<file path="config.mk">
export PLATFORM = sky130hd
export DESIGN_NAME = link_train_ctrl
export DESIGN_NICKNAME = d
export VERILOG_FILES = /design/src/rtl/lt_pkg.sv /design/src/rtl/lt_lane_mon.sv /design/src/rtl/lt_window.sv /design/src/rtl/lt_levels.sv /design/src/rtl/link_train_ctrl.sv
export SDC_FILE = /design/constraint.sdc
export NUM_CORES = 1
export LEC_CHECK = 0
export BUFFER_PORTS_ARGS = -buffer_cell sky130_fd_sc_hd__buf_2
export CAP_MARGIN = 20
export CORE_ASPECT_RATIO = 0.7
export CORE_MARGIN = 2
export CORE_UTILIZATION = 30
export CTS_BUF_LIST = sky130_fd_sc_hd__clkbuf_8
export CTS_CLUSTER_SIZE = 16
export DETAILED_ROUTE_END_ITERATION = 12
export PLACE_DENSITY_LB_ADDON = 0.1
export SLEW_MARGIN = 10
export SYNTH_ARGS = -nofsm -noshare
export SYNTH_HDL_FRONTEND = slang
export SYNTH_SLANG_ARGS = --single-unit
</file>
<file path="constraint.sdc">
create_clock -name clk -period 10.8 [get_ports clk]
set_clock_uncertainty 0.1 [all_clocks]
set_input_delay 0.54 -clock clk [delete_from_list [all_inputs] [get_ports clk]]
set_output_delay 0.54 -clock clk [all_outputs]
set_load 0.05 [all_outputs]
</file>
<file path="src/rtl/lt_pkg.sv">
package lt_pkg;

    localparam int LVL_W = 2;

    typedef logic [LVL_W-1:0] lvl_t;

    typedef enum logic [2:0] {
        ST_IDLE  = 3'd0,
        ST_PH1   = 3'd1,
        ST_PH2   = 3'd2,
        ST_READY = 3'd3,
        ST_FAIL  = 3'd4
    } tst_e;

    typedef struct packed {
        lvl_t drive;
        lvl_t pre;
        logic eq_en;
        lvl_t eq;
    } lvl_s;

    function automatic lvl_t lvl_inc(input lvl_t v);
        return (v == '1) ? v : lvl_t'(v + lvl_t'(1));
    endfunction

endpackage

</file>
<file path="src/rtl/lt_lane_mon.sv">
module lt_lane_mon #(
    parameter int NL  = 4,
    parameter int LCW = 3,
    parameter int EW  = 3
) (
    input  logic [LCW-1:0] lanes_act,
    input  logic [NL-1:0]  freq_lock,
    input  logic [NL-1:0]  sym_lock,
    input  logic [NL-1:0]  err_evt,
    output logic           all_freq,
    output logic           all_sym,
    output logic [EW-1:0]  err_cnt
);
    logic [NL-1:0] mask;
    logic [NL-1:0] hits;

    for (genvar i = 0; i < NL; i++) begin : g_mask
        assign mask[i] = (lanes_act > LCW'(i));
    end

    assign all_freq = &(freq_lock | ~mask);
    assign all_sym  = &(sym_lock | ~mask);
    assign hits     = err_evt & mask;

    always_comb begin
        err_cnt = '0;
        for (int i = 0; i < NL; i++) begin
            err_cnt = err_cnt + EW'(hits[i]);
        end
    end

endmodule

</file>
<file path="src/rtl/lt_window.sv">
module lt_window #(
    parameter int TW = 5,
    parameter int CW = 8,
    parameter int EW = 3
) (
    input  logic          clk,
    input  logic          rst,
    input  logic          clr,
    input  logic [EW-1:0] add,
    input  logic [TW-1:0] lim,
    output logic          last,
    output logic [CW-1:0] acc_nxt
);
    logic [TW-1:0] tmr;
    logic [CW-1:0] acc;
    logic [CW:0]   sum;

    assign sum     = {1'b0, acc} + (CW+1)'(add);
    assign acc_nxt = sum[CW] ? '1 : sum[CW-1:0];
    assign last    = (tmr == lim - TW'(1));

    always_ff @(posedge clk) begin
        if (rst || clr) begin
            tmr <= '0;
            acc <= '0;
        end else begin
            tmr <= tmr + TW'(1);
            acc <= acc_nxt;
        end
    end

    AST_ERR_NO_WRAP: assert property (@(posedge clk) disable iff (rst)
        !clr |=> acc >= $past(acc));

endmodule

</file>
<file path="src/rtl/lt_levels.sv">
module lt_levels
    import lt_pkg::*;
(
    input  logic clk,
    input  logic rst,
    input  logic clr,
    input  logic drv_up,
    input  logic eq_up,
    output lvl_s lv
);
    always_ff @(posedge clk) begin
        if (rst || clr) begin
            lv <= '0;
        end else begin
            if (drv_up) lv.drive <= lvl_inc(lv.drive);
            if (eq_up) begin
                lv.pre   <= lvl_inc(lv.pre);
                lv.eq    <= lvl_inc(lv.eq);
                lv.eq_en <= 1'b1;
            end
        end
    end

    AST_DRIVE_NO_DROP: assert property (@(posedge clk) disable iff (rst)
        !clr |=> lv.drive >= $past(lv.drive));
    AST_EQ_NO_DROP: assert property (@(posedge clk) disable iff (rst)
        !clr |=> lv.eq >= $past(lv.eq));

endmodule

</file>
<file path="src/rtl/link_train_ctrl.sv">
module link_train_ctrl
    import lt_pkg::*;
#(
    parameter int NLANE    = 4,
    parameter int LCW      = $clog2(NLANE + 1),
    parameter int CW       = 8,
    parameter int P1_WIN   = 8,
    parameter int P2_WIN   = 16,
    parameter int P1_TRIES = 5,
    parameter int P2_TRIES = 3
) (
    input  logic             clk,
    input  logic             rst,
    input  logic             plug_evt,
    input  logic [LCW-1:0]   lane_req,
    input  logic [CW-1:0]    thresh,
    input  logic [NLANE-1:0] freq_lock,
    input  logic [NLANE-1:0] sym_lock,
    input  logic [NLANE-1:0] err_evt,
    output logic [2:0]       train_st,
    output logic [1:0]       drive_lvl,
    output logic [1:0]       pre_lvl,
    output logic             eq_en,
    output logic [1:0]       eq_lvl,
    output logic             rate_low,
    output logic [LCW-1:0]   lanes_act,
    output logic             link_ready,
    output logic             attn
);
    localparam int EW  = $clog2(NLANE + 1);
    localparam int TW  = $clog2((P1_WIN > P2_WIN ? P1_WIN : P2_WIN) + 1);
    localparam int P1W = $clog2(P1_TRIES + 1);
    localparam int P2W = $clog2(P2_TRIES + 1);

    tst_e           st, st_n;
    logic           rate_n, attn_n;
    logic [LCW-1:0] lanes_n;
    logic [P1W-1:0] p1_try, p1_n;
    logic [P2W-1:0] p2_try, p2_n;
    logic           win_clr, lv_clr, drv_up, eq_up, exhaust;
    logic [TW-1:0]  win_lim;
    logic           win_last, all_freq, all_sym;
    logic [EW-1:0]  err_cnt;
    logic [CW-1:0]  err_tot;
    lvl_s           lv;

    function automatic logic [LCW-1:0] clamp_lanes(input logic [LCW-1:0] r);
        if (r == '0)                  return LCW'(1);
        else if (r > LCW'(NLANE))     return LCW'(NLANE);
        else                          return r;
    endfunction

    lt_lane_mon #(.NL(NLANE), .LCW(LCW), .EW(EW)) u_mon (
        .lanes_act (lanes_act),
        .freq_lock (freq_lock),
        .sym_lock  (sym_lock),
        .err_evt   (err_evt),
        .all_freq  (all_freq),
        .all_sym   (all_sym),
        .err_cnt   (err_cnt)
    );

    lt_window #(.TW(TW), .CW(CW), .EW(EW)) u_win (
        .clk     (clk),
        .rst     (rst),
        .clr     (win_clr),
        .add     (err_cnt),
        .lim     (win_lim),
        .last    (win_last),
        .acc_nxt (err_tot)
    );

    lt_levels u_lvl (
        .clk    (clk),
        .rst    (rst),
        .clr    (lv_clr),
        .drv_up (drv_up),
        .eq_up  (eq_up),
        .lv     (lv)
    );

    always_comb begin
        st_n    = st;
        rate_n  = rate_low;
        lanes_n = lanes_act;
        p1_n    = p1_try;
        p2_n    = p2_try;
        attn_n  = 1'b0;
        win_clr = 1'b0;
        lv_clr  = 1'b0;
        drv_up  = 1'b0;
        eq_up   = 1'b0;
        exhaust = 1'b0;
        win_lim = (st == ST_PH2) ? TW'(P2_WIN) : TW'(P1_WIN);
        case (st)
            ST_IDLE, ST_FAIL: begin
                if (plug_evt) begin
                    st_n    = ST_PH1;
                    rate_n  = 1'b0;
                    lanes_n = clamp_lanes(lane_req);
                    p1_n    = '0;
                    p2_n    = '0;
                    win_clr = 1'b1;
                    lv_clr  = 1'b1;
                end
            end
            ST_PH1: begin
                if (all_freq) begin
                    st_n    = ST_PH2;
                    p2_n    = '0;
                    win_clr = 1'b1;
                end else if (win_last) begin
                    if (p1_try == P1W'(P1_TRIES - 1)) begin
                        exhaust = 1'b1;
                    end else begin
                        p1_n    = p1_try + P1W'(1);
                        drv_up  = 1'b1;
                        win_clr = 1'b1;
                    end
                end
            end
            ST_PH2: begin
                if (win_last) begin
                    if (all_sym && (err_tot <= thresh)) begin
                        st_n = ST_READY;
                    end else if (p2_try == P2W'(P2_TRIES - 1)) begin
                        exhaust = 1'b1;
                    end else begin
                        p2_n    = p2_try + P2W'(1);
                        eq_up   = 1'b1;
                        win_clr = 1'b1;
                    end
                end
            end
            ST_READY: begin
                if (!(all_freq && all_sym)) begin
                    st_n    = ST_PH1;
                    p1_n    = '0;
                    attn_n  = 1'b1;
                    win_clr = 1'b1;
                end
            end
            default: st_n = ST_IDLE;
        endcase
        if (exhaust) begin
            if (!rate_low) begin
                rate_n  = 1'b1;
                st_n    = ST_PH1;
                p1_n    = '0;
                p2_n    = '0;
                win_clr = 1'b1;
                lv_clr  = 1'b1;
            end else begin
                st_n   = ST_FAIL;
                attn_n = 1'b1;
            end
        end
    end

    always_ff @(posedge clk) begin
        if (rst) begin
            st        <= ST_IDLE;
            rate_low  <= 1'b0;
            lanes_act <= '0;
            p1_try    <= '0;
            p2_try    <= '0;
            attn      <= 1'b0;
        end else begin
            st        <= st_n;
            rate_low  <= rate_n;
            lanes_act <= lanes_n;
            p1_try    <= p1_n;
            p2_try    <= p2_n;
            attn      <= attn_n;
        end
    end

    assign train_st   = st;
    assign link_ready = (st == ST_READY);
    assign drive_lvl  = lv.drive;
    assign pre_lvl    = lv.pre;
    assign eq_en      = lv.eq_en;
    assign eq_lvl     = lv.eq;

    AST_PH2_AFTER_PH1: assert property (@(posedge clk) disable iff (rst)
        (st == ST_PH2 && $past(st) != ST_PH2) |-> $past(st) == ST_PH1);
    AST_READY_FROM_PH2: assert property (@(posedge clk) disable iff (rst)
        $rose(link_ready) |-> $past(st) == ST_PH2);
    AST_RATE_STICKY: assert property (@(posedge clk) disable iff (rst)
        (rate_low && !(plug_evt && (st == ST_IDLE || st == ST_FAIL))) |=> rate_low);
    AST_FAIL_LOW_RATE: assert property (@(posedge clk) disable iff (rst)
        st == ST_FAIL |-> rate_low);
    AST_ATTN_SINGLE: assert property (@(posedge clk) disable iff (rst)
        attn |=> !attn);
    AST_LANES_HELD: assert property (@(posedge clk) disable iff (rst)
        (st != ST_IDLE && st != ST_FAIL) |=> $stable(lanes_act));

endmodule

</file>
==> results of run 1 <==
==> stage by stage <==
stage                     setup WS, ps  utilization, %  cell area, µm²  hold WS [ps]  total power (µW)
final                             5812           35.81            2586         359.4             275.5
after global routing              5438           35.81            2586         392.9             289.8
after CTS                         5789           35.81            2586         364.9             279.2
after detailed placement          5769           34.62            2500         348.5             186.2
after global placement            5840           34.62            2500         359.6             186.6
after floorplan                   5952               -            2207         327.4             170.8
==> critical path: cells and delay by family, from the launching register on <==
family	cells	cell delay, ps
and+or+nand+nor	8	1670
adders and majority gates	5	1670
buffers and inverters	2	130
DFF	1	390
muxes	1	230
AOI/OAI and AO/OA	3	670
==> power by group through the flow <==
stage / logic [µW] / clock network, µW / registers (µW)
floorplan: 36.2 / 0 / 135
global placement: 54.4 / 0 / 132
detailed placement: 54.2 / 0 / 132
CTS: 54.6 / 95.5 / 129
global route: 60.6 / 99.5 / 130
finish: 54.3 / 92.1 / 129
==> layer usage <==
metal | GRT usage (%) | share of wire, % | vias up
li1 | - | - | 1021
met1 | 22.25 | 58 | 873
met2 | 18.66 | 35 | 56
met3 | 3.336 | 5.8 | 4
met4 | 4.762 | 1.1 | 0
met5 | 0 | 0 | -
==> flip-flops by register name, indices dropped and copies added, names as in the netlist <==
signal and cells:
attn 1, lanes_act 3, p1_try 3, p2_try 2, rate_low 1, train_st 3
u_lvl.lv 7, u_win.acc 8, u_win.tmr 5
==> final timing paths <==
check / slack [ps] / startpoint / endpoint / cells past startpoint
worst max-delay path: 5810 / lanes_act[2] / u_lvl.lv[1] / 19
worst min register to register: 360 / u_win.tmr[0] / u_win.tmr[0] / 1
worst max register to register: 5810 / lanes_act[2] / u_lvl.lv[1] / 19
worst min-delay path: 360 / u_win.tmr[0] / u_win.tmr[0] / 1
==> cells in the mapped netlist, drive strengths merged, types with 3 or more instances <==
cell,instances,area share [%]
dfxtp,33,30
nor2,32,6.2
nand2,30,5.2
a21oi,28,7.5
inv,24,4.1
ha,21,12
nand3,13,3.4
xnor2,7,2.8
nor2b,6,1.7
o21ai,6,1.4
o211ai,5,1.7
o21a,5,1.7
nor3,4,0.91
a211oi,3,1.6
buf,3,1.2
nand4,3,0.85
o22ai,3,0.85
xor2,3,1.2
==> cell type report <==
cell class	instances	area, µm²	share of cell area [%]
clock buffer	5	68.82	2.661
clock inverter	3	17.52	0.6773
inverter	24	90.09	3.483
multi-input combinational	204	1421	54.96
sequential	33	660.6	25.54
tap	98	122.6	4.741
timing repair buffer	41	205.2	7.934
==> kinds of logic after synthesis <==
group,after synthesis
AOI/OAI and AO/OA,66
xor gates and xnor gates,10
DFF,33
buffers and inverters,29
adders and majority gates,23
and+or+nand+nor,103
muxes,2
==> qor.txt, run 1 <==
STATUS
-------------------------------------------------------------------------------------
Status ................................................................. finished clean

GLOBAL ROUTE
-------------------------------------------------------------------------------------
Total gr overflow ......................................................            0
Antenna violations before repair .......................................            0
Vias in the first global route .........................................         1780
Pin count of the biggest net entering global routing ...................           15
Global-route wire length before repair .................................      8976 µm
Global-route usage over all layers .....................................       14.26%

SYNTHESIS
-------------------------------------------------------------------------------------
Post-synthesis cell type count .........................................           51
Share of synthesized area spent on multiplexers ........................      0.9070%
Post-synthesis instance area ........................................... 0.002207 mm²
Number of register bits inferred by synthesis ..........................           33
Share of synthesized flip-flops with an asynchronous set or reset ......           0%
Number of synthesized flops with an enable pin .........................            0
Fraction of the mapped netlist area in simple logic gates ..............       25.00%
Number of nets in the synthesized netlist ..............................          315
Compound-cell area share of the yosys netlist ..........................       20.80%
Cell count after synthesis .............................................          266
Combinational family with the most area after synthesis ................ simple AND/OR/NAND/NOR gates
Top FF cell, synth .....................................................      dfxtp_1
YS warnings ............................................................            0
Post-synthesis adder-cell area fraction ................................       13.72%
Portion of the post-synthesis area used by sequential elements .........       29.93%
Xor/xnor cell area share of the yosys netlist ..........................       3.968%
Mean instance size in the synthesized netlist ..........................    8.297 µm²

CRITICAL PATH
-------------------------------------------------------------------------------------
Arrival time of data at the critical path endpoint .....................      5060 ps
Crit-path slowest cell .................................................         fa_1
Setup crit end kind ....................................................     register
Largest driver fanout on the critical path .............................           10
Delay of the slowest cell on the worst path ............................       420 ps
Crit path cell chain ................................................... o31a_1 > ha_1 > fa_1 > ha_1 > inv_1 > fa_1 > inv_1 > a21oi_1 > nor2_1 > nand3_1 > nand2_1 > ha_1 > nand4_1 > nor2_1 > a211o_1 > and3_1 > nor4_2 > mux2i_1 > nor2_1
Critical path data required time .......................................     10870 ps
Critical path class .................................................... register to register
Kind of launch point of the worst setup path ...........................     register

POWER AND IR DROP
-------------------------------------------------------------------------------------
Portion of total power attributed to combinational logic ...............        19.7%
Leakage ................................................................  0.001139 µW
Areal power density over the cells ..................................... 106.5 mW/mm²
Internal ...............................................................     188.8 µW
Net Switching ..........................................................     86.63 µW
Switching part of the total ............................................       31.45%
Clock network fraction of design power .................................        33.4%
Peak supply drop ....................................................... 0.00004937 V
Fraction of power consumed by sequential logic .........................        46.8%

ROUTE
-------------------------------------------------------------------------------------
Via count ..............................................................         1954
Number of remaining DRC errors .........................................            0
Detail-routed via count per cell .......................................        4.789
Final wirelength .......................................................      5465 µm
Initial drt markers ....................................................          106
Routed wire length per instance ........................................     13.39 µm
TritonRoute pass-1 iters ...............................................            4
Antenna Nets Post-Route ................................................            0

STA
-------------------------------------------------------------------------------------
Setup repair after global routing missed its margin ....................           no
Final count of negative-setup-slack endpoints ..........................            0
Fmax ...................................................................    200.5 MHz
Final period util ......................................................       46.19%
Number of slew-limit violations in the final report ....................            0
Final hold violations ..................................................            0
Worst-Margin Slew ......................................................     473.6 ps
Final total negative setup slack .......................................         0 ps
Max-slew headroom at the worst pin .....................................       68.39%
Shortest period the worst path allows ..................................      4988 ps

LAYOUT
-------------------------------------------------------------------------------------
Leading cell type in the layout, fill and taps excluded ................        buf_2
Number of nets in the layout ...........................................          358
Filler cells ...........................................................          768
Fraction of final layout cells sized beyond drive strength 1 ...........       23.55%
Number of inserted diodes ..............................................            0
Synth-to-Final Area Change .............................................       17.18%
Number of cells in the finished layout apart from fillers ..............          408
Most frequent cells in the layout ...................................... buf_2 (41), dfxtp_1 (33), nand2_1 (29)

DIE
-------------------------------------------------------------------------------------
Number of top-level pins ...............................................           42
Area inside the core boundary .......................................... 0.007222 mm²
Area of the die ........................................................ 0.008070 mm²
Die outline height .....................................................     75.77 µm
Initial Utilization ....................................................       30.56%
Overall die width ......................................................     106.5 µm
Rows ...................................................................           26

CTS
-------------------------------------------------------------------------------------
Clk_lat worst skew .....................................................       290 ps
Clock-pin slew of the registers on the worst-case setup and hold paths .        70 ps
Number of clock sinks ..................................................           33
Root Driver ............................................................     clkbuf_8
CTS buffer count .......................................................            5
Clock tree from TritonCTS ..............................................         done
CTS-repair resized insts ...............................................            0
CTS HTree Levels .......................................................            2
Deepest clock path buffer count ........................................            2
Hold buffer count at cts ...............................................            0
Buffer count from post-CTS setup fixing ................................            0

PLACE
-------------------------------------------------------------------------------------
Number of placed instances, taps included ..............................          400
HPWL after DPL .........................................................      4396 µm
# port buffers .........................................................           41
Final weighted congestion of routability-driven global placement .......       0.7646

HOLD PATH
-------------------------------------------------------------------------------------
Hold WC Path Type ...................................................... register to register

JOB
-------------------------------------------------------------------------------------
Count of max-cap constraint violations .................................            0

Note: power is estimated with default switching activity, not from simulation.
==> run 2, diff against run 1 <==
==> constraint.sdc (replaced) <==
create_clock -name clk -period 4.36 [get_ports clk]
set_clock_uncertainty 0.1 [all_clocks]
set_input_delay 0.218 -clock clk [delete_from_list [all_inputs] [get_ports clk]]
set_output_delay 0.218 -clock clk [all_outputs]
set_load 0.05 [all_outputs]
==> run 2 against run 1 <==
The run now ends with negative setup slack left. Sequential power up 150%. Critical path type unchanged. Critical path depth up 3. Combinational power rose to 3.5 times the previous value. Final cell count up 9.3%. Critical endpoint is now p2_try[0].
==> qor.txt, run 2 (synthesis gave the netlist of run 1 again) <==
ROUTE
-------------------------------------------------------------------------------------
Via count ..............................................................         2113   +8.1%
TritonRoute pass-1 iters ...............................................            4   unchanged
Initial drt markers ....................................................           73   -31%
Final wirelength .......................................................      6072 µm   +11%
Routed wire length per instance ........................................     13.61 µm   +1.6%
Number of remaining DRC errors .........................................            0   unchanged
Antenna Nets Post-Route ................................................            0   unchanged
Detail-routed via count per cell .......................................        4.738   -1.1%

PLACE
-------------------------------------------------------------------------------------
Placed Area ............................................................ 0.002735 mm²   +9.4%
Worst setup timing slack at the placement stage ........................    -194.3 ps   -5963 ps
Final weighted congestion of routability-driven global placement .......       0.8790   +15%
HPWL after DPL .........................................................      4556 µm   +3.6%
# port buffers .........................................................           41   unchanged

LAYOUT
-------------------------------------------------------------------------------------
Largest register by flop count .........................................    u_win.acc
Fraction of final layout cells sized beyond drive strength 1 ...........       41.95%   +18 points
Synth-to-Final Area Change .............................................       43.99%
Biggest regs ........................................................... u_win.acc (8), u_lvl.lv (7), u_win.tmr (5)
Flip-flop count of the largest register, all copies and words added ....            8   unchanged
Most frequent cells in the layout ...................................... buf_2 (41), dfxtp_1 (30), buf_4 (30)
Number of nets in the layout ...........................................          396   +11%
Leading cell type in the layout, fill and taps excluded ................        buf_2
Number of inserted diodes ..............................................            0   unchanged
Final Instance Area .................................................... 0.003178 mm²   +23%

STATUS
-------------------------------------------------------------------------------------
Status ................................................................. complete, but fails checks
Failing checks ......................................................... negative setup slack

DIE
-------------------------------------------------------------------------------------
Number of top-level pins ...............................................           42   unchanged
Die outline height .....................................................     75.77 µm   unchanged
Rows ...................................................................           26   unchanged
Initial Utilization ....................................................       30.56%   unchanged
Area inside the core boundary .......................................... 0.007222 mm²   unchanged
Area of the die ........................................................ 0.008070 mm²   unchanged
Overall die width ......................................................     106.5 µm   unchanged

POWER AND IR DROP
-------------------------------------------------------------------------------------
Net Switching ..........................................................     236.8 µW   +170%
Fraction of power consumed by sequential logic .........................        39.1%   -7.7 points
Internal ...............................................................     577.2 µW   +210%
Portion of total power attributed to combinational logic ...............        23.4%   +3.7 points
Areal power density over the cells ..................................... 256.1 mW/mm²   +140%
Switching part of the total ............................................       29.09%   -2.4 points
Peak supply drop .......................................................  0.0001179 V   +140%
Total design power .....................................................     814.0 µW   +200%
Leakage ................................................................  0.001353 µW   +19%
Clock network fraction of design power .................................        37.5%   +4.1 points

GLOBAL ROUTE
-------------------------------------------------------------------------------------
Total gr overflow ......................................................            0   unchanged
Antenna violations before repair .......................................            0   unchanged
Pin count of the biggest net entering global routing ...................           15   unchanged
Vias in the first global route .........................................         2074   +17%
Global-route wire length before repair .................................     10050 µm   +12%
Global-route usage over all layers .....................................       15.78%   +1.5 points

CRITICAL PATH
-------------------------------------------------------------------------------------
Crit-path slowest cell .................................................         fa_2
Arrival time of data at the critical path endpoint .....................      4460 ps   -600 ps
Critical path class .................................................... register to register
Crit path top cell by count ............................................        buf_6
Crit path cell chain ................................................... buf_4 > o21a_1 > ha_4 > fa_2 > ha_4 > inv_2 > fa_2 > inv_2 > a21oi_4 > nor2b_2 > xnor2_2 > nand2_1 > ha_1 > nand4_1 > a211o_1 > buf_6 > nand3_4 > buf_6 > buf_6 > nor2_2 > o31ai_1 > a21oi_1
Cells on worst reg2reg path ............................................           22   +3
Setup crit end kind ....................................................     register
Kind of launch point of the worst setup path ...........................     register
Largest driver fanout on the critical path .............................            3   -7
Delay of the slowest cell on the worst path ............................       590 ps   +170 ps
Critical path data required time .......................................      4430 ps   -6440 ps

CTS
-------------------------------------------------------------------------------------
Clock-pin slew of the registers on the worst-case setup and hold paths .        70 ps   about the same
Clk_lat worst skew .....................................................       280 ps   about the same
CTS HTree Levels .......................................................            2   unchanged
Root Driver ............................................................     clkbuf_8
CTS buffer count .......................................................            5   unchanged
Hold buffer count at cts ...............................................            0   unchanged
Deepest clock path buffer count ........................................            2   unchanged
Clock tree from TritonCTS ..............................................         done
Number of clock sinks ..................................................           33   unchanged

JOB
-------------------------------------------------------------------------------------
Count of max-cap constraint violations .................................            0   unchanged

STA
-------------------------------------------------------------------------------------
Number of slew-limit violations in the final report ....................            0   unchanged
Max-slew headroom at the worst pin .....................................       69.74%   +1.4 points
Setup repair after global routing missed its margin ....................          yes
Final hold violations ..................................................            0   unchanged
Final period util ......................................................       100.7%   +55 points
Shortest period the worst path allows ..................................      4390 ps   -597.8 ps
Fmax ...................................................................    227.8 MHz   +14%
Worst-case setup margin in the final layout ............................    -30.44 ps   -5842 ps
Final count of negative-setup-slack endpoints ..........................            9   +9
Worst-Margin Slew ......................................................     453.3 ps   -20.23 ps

HOLD PATH
-------------------------------------------------------------------------------------
Hold Crit Depth ........................................................            3   +2
Hold WC Path Type ...................................................... input port to register

[run 2: cell count changes in the layout (fill, tap and decap cells not counted), moves of 3 or more]
cell     change
ha_1         -5
buf_4       +30
nor2_1       -4
ha_4         +5
buf_6        +8
dfxtp_1      -3
a21oi_1      -7
nor2_4       +3
a21oi_2      +5
o21ai_0      -4
[run 2: what timing repair did]
action	4_1_cts	5_1_grt
setup endpoints to repair	16	30
pin swaps	19	26
resized for setup	10	37
buffers inserted	9	6
[run 2: worst paths after layout]
kind | startpoint | slack (ps) | endpoint
setup / recovery | lanes_act[1] | -30 | p2_try[0]
hold / removal | lane_req[2] | 90 | lanes_act[2]
setup reg to reg | lanes_act[1] | -30 | p2_try[0]
hold reg to reg | u_win.tmr[0] | 360 | u_win.tmr[0]
[run 2: per-stage QoR]
step	cells	hold WS (ps)	setup TNS, ps	util, %
floorplan	266	243.6	0	-
global placement	424	340.6	-1179	37.87
detailed placement	424	344.3	-1252	37.87
CTS	441	80.36	-155.3	41.41
global route	446	102.6	-4484	44.01
finish	446	89.70	-104.2	44.01
[run 2: metal layers]
metal  track usage, %  wire length [µm]  vias to the layer above
li1                 -                 -                     1095
met1            23.88              3352                      952
met2            22.72              2320                       59
met3            3.251               343                        7
met4            3.896                56                        0
met5                0                 0                        -
[run 2: critical path, delay by kind of cell (launching register included)]
| family | cells | cell delay [ps] |
|---|---|---|
| buffers and inverters | 6 | 560 |
| AND/OR/NAND/NOR | 5 | 550 |
| adder cells (fa/ha/maj) | 5 | 1620 |
| flip-flops | 1 | 330 |
| XOR/XNOR | 1 | 150 |
| AO/OA/AOI/OAI | 5 | 970 |
[run 2: power by group through the flow]
stage	clock network, µW	registers [µW]	logic [µW]
floorplan	0	334	94.0
global placement	0	325	164
detailed placement	0	325	163
CTS	315	318	173
global route	326	319	211
finish	305	318	191
[run 2: cell type report]
type	instances	area (µm²)
Multi-Input combinational cell	204	1662
Inverter	24	90.09
Tap cell	98	122.6
Sequential cell	33	666.9
Timing Repair Buffer	79	520.5
Clock buffer	6	82.58
Clock inverter	2	33.78
Fill cell	749	4044
==> run 3, diff against run 2 <==
--- a/config.mk
+++ b/config.mk
@@ -13,7 +13,6 @@
 export CTS_BUF_LIST = sky130_fd_sc_hd__clkbuf_8
 export CTS_CLUSTER_SIZE = 16
 export DETAILED_ROUTE_END_ITERATION = 12
-export PLACE_DENSITY_LB_ADDON = 0.1
 export SLEW_MARGIN = 10
 export SYNTH_ARGS = -nofsm -noshare
 export SYNTH_HDL_FRONTEND = slang
==> run 3 against run 2 <==
The run now ends clean. Count of clock-buffer cells in the layout fell by 1. Sequential power hardly changed. Die area unchanged. Maximum frequency rose by 3.7%. Sequential cell count stayed put. Combinational power fell by 3%. Critical endpoint is now p2_try[1]. Largest cell class unchanged. Largest power group unchanged. Highest routed layer unchanged.
==> qor.txt, run 3 (synthesis gave the netlist of run 1 again) <==
ROUTE
-------------------------------------------------------------------------------------
Routed wire length per instance ........................................     13.34 µm   -2.0%
Initial drt markers ....................................................           85   +16%
Via count ..............................................................         2080   -1.6%
Final wirelength .......................................................      5722 µm   -5.8%
Number of remaining DRC errors .........................................            0   unchanged
Antenna Nets Post-Route ................................................            0   unchanged
Detail-routed via count per cell .......................................        4.848   +2.3%
TritonRoute pass-1 iters ...............................................            4   unchanged

POWER AND IR DROP
-------------------------------------------------------------------------------------
Clock network fraction of design power .................................        30.4%   -7.1 points
Peak supply drop .......................................................  0.0001047 V   -11%
Areal power density over the cells ..................................... 234.9 mW/mm²   -8.3%
Internal ...............................................................     495.1 µW   -14%
Net Switching ..........................................................     228.2 µW   -3.6%
Portion of total power attributed to combinational logic ...............        25.5%   +2.1 points
Switching part of the total ............................................       31.55%   +2.5 points
Fraction of power consumed by sequential logic .........................        44.1%   +5.0 points
Leakage ................................................................  0.001250 µW   -7.6%

LAYOUT
-------------------------------------------------------------------------------------
Leading cell type in the layout, fill and taps excluded ................        buf_2
Largest register by flop count .........................................    u_win.acc
Synth-to-Final Area Change .............................................       39.51%
Number of cells in the finished layout apart from fillers ..............          429   -3.8%
Number of inserted diodes ..............................................            0   unchanged
Most frequent cells in the layout ...................................... buf_2 (41), dfxtp_1 (30), nand2_1 (27)
Biggest regs ........................................................... u_win.acc (8), u_lvl.lv (7), u_win.tmr (5)
Final Instance Area .................................................... 0.003079 mm²   -3.1%
Number of nets in the layout ...........................................          379   -4.3%
Fraction of final layout cells sized beyond drive strength 1 ...........       40.79%   -1.2 points
Flip-flop count of the largest register, all copies and words added ....            8   unchanged
Final core utilization .................................................       42.64%   -1.4 points
Filler cells ...........................................................          722   -3.6%

GLOBAL ROUTE
-------------------------------------------------------------------------------------
Global routing's busiest layer .........................................         met2
Antenna violations before repair .......................................            0   unchanged
Met2 capacity usage during global routing ..............................       22.29%   -0.43 points
Global-route usage over all layers .....................................       14.98%   -0.80 points
Total gr overflow ......................................................            0   unchanged
GR Layer Usage met1 ....................................................       21.63%   -2.2 points
Global-route wire length before repair .................................      9453 µm   -5.9%
Global-route track usage on met3 .......................................       3.422%   +0.17 points
Pin count of the biggest net entering global routing ...................           15   unchanged
Vias in the first global route .........................................         1958   -5.6%

CTS
-------------------------------------------------------------------------------------
Clock tree from TritonCTS ..............................................         done
Hold buffer count at cts ...............................................            0   unchanged
Clk_lat worst skew .....................................................       280 ps   about the same
Deepest clock path buffer count ........................................            2   unchanged
CTS HTree Levels .......................................................            2   unchanged
CTS buffer count .......................................................            5   unchanged
Root Driver ............................................................     clkbuf_8
Number of clock sinks ..................................................           33   unchanged
Clock-pin slew of the registers on the worst-case setup and hold paths .        70 ps   about the same

DIE
-------------------------------------------------------------------------------------
Overall die width ......................................................     106.5 µm   unchanged
Die outline height .....................................................     75.77 µm   unchanged
Area inside the core boundary .......................................... 0.007222 mm²   unchanged
Area of the die ........................................................ 0.008070 mm²   unchanged
Rows ...................................................................           26   unchanged
Number of top-level pins ...............................................           42   unchanged
Initial Utilization ....................................................       30.56%   unchanged

STA
-------------------------------------------------------------------------------------
Max-slew headroom at the worst pin .....................................       66.31%   -3.4 points
Final total negative setup slack .......................................         0 ps   +104.2 ps
Worst-Margin Slew ......................................................     503.5 ps   +50.18 ps
Number of slew-limit violations in the final report ....................            0   unchanged
Shortest period the worst path allows ..................................      4232 ps   -158.7 ps
Fmax ...................................................................    236.3 MHz   +3.7%
Final hold violations ..................................................            0   unchanged
Setup repair after global routing missed its margin ....................          yes
Final period util ......................................................       97.06%   -3.6 points
Final count of negative-setup-slack endpoints ..........................            0   -9

CRITICAL PATH
-------------------------------------------------------------------------------------
Critical path class .................................................... register to register
Origin of the critical flop-to-flop path ............................... lanes_act[1]
Setup crit end kind ....................................................     register
Critical path data required time .......................................      4430 ps   about the same
Largest driver fanout on the critical path .............................            4   +1
Arrival time of data at the critical path endpoint .....................      4310 ps   -150 ps
Kind of launch point of the worst setup path ...........................     register
Startpoint of the most critical setup path ............................. lanes_act[1]

PLACE
-------------------------------------------------------------------------------------
Number of placed instances, taps included ..............................          414   -2.4%
Placed Area ............................................................ 0.002660 mm²   -2.7%
Final weighted congestion of routability-driven global placement .......       0.9185   +4.5%
# port buffers .........................................................           41   unchanged
HPWL after DPL .........................................................      4308 µm   -5.4%

HOLD PATH
-------------------------------------------------------------------------------------
Startpoint of the tightest hold check path .............................  lane_req[2]
Hold WC Path Type ...................................................... input port to register

JOB
-------------------------------------------------------------------------------------
Count of max-cap constraint violations .................................            0   unchanged

STATUS
-------------------------------------------------------------------------------------
Status ................................................................. finished clean

==> run 3: area by class of cell <==
cell class,instances,area [µm²],share of cell area [%]
tap,98,122.6,3.982
clock buffer,5,68.82,2.235
timing repair buffer,62,389.1,12.64
inverter,24,90.09,2.926
multi-input combinational,204,1728,56.12
clock inverter,3,13.76,0.4470
sequential,33,666.9,21.66
==> run 3: what timing repair did <==
action / in CTS / in global routing
pin swaps: 14 / 38
cloned: 0 / 0
gates resized for setup: 11 / 43
setup buffers: 5 / 2
endpoints found under the setup margin: 15 / 28
==> run 3: critical path: stages (launching register included) <==
cell and delay, ps:
dfxtp_2 340, o31a_1 340, ha_4 260, fa_2 410, ha_4 300, ha_4 190
a21o_1 200, a21oi_4 180, nor2_2 60, xnor2_1 200, nand2_1 120, ha_4 280
nand4_1 120, a211o_1 330, nand3_2 110, buf_6 110, buf_6 100, nor2_4 40
o31ai_4 240, a21oi_1 90
==> run 3: power groups by stage <==
stage	clock network, µW	logic [µW]	registers [µW]
final	220	185	319
after global placement	0	151	325
after CTS	230	160	318
after floorplan	0	94.0	334
after detailed placement	0	151	325
after global routing	248	205	320
==> run 3: path summary, 6_finish.rpt <==
path	slack (ps)	to	cells past startpoint
worst max-delay path	130	p2_try[1]	19
worst min-delay path	80	lanes_act[2]	3
worst max register to register	130	p2_try[1]	19
worst min register to register	370	u_win.tmr[0]	1
==> run 3: through the flow <==
step                      hold WS [ps]  total power, µW  setup WS, ps
after floorplan                  243.6            428.1         36.49
after global placement           339.8            475.8        -30.13
after detailed placement         345.6            476.2        -91.64
after CTS                        67.73            707.7        0.6621
after global routing             89.43            773.2        -92.23
final                            83.84            723.4         128.3
==> run 3: metal layers <==
layer,up-vias,share of wire [%]
met5,-,0
met4,0,1.1
met3,6,6.0
met2,56,42
met1,957,51
li1,1061,-
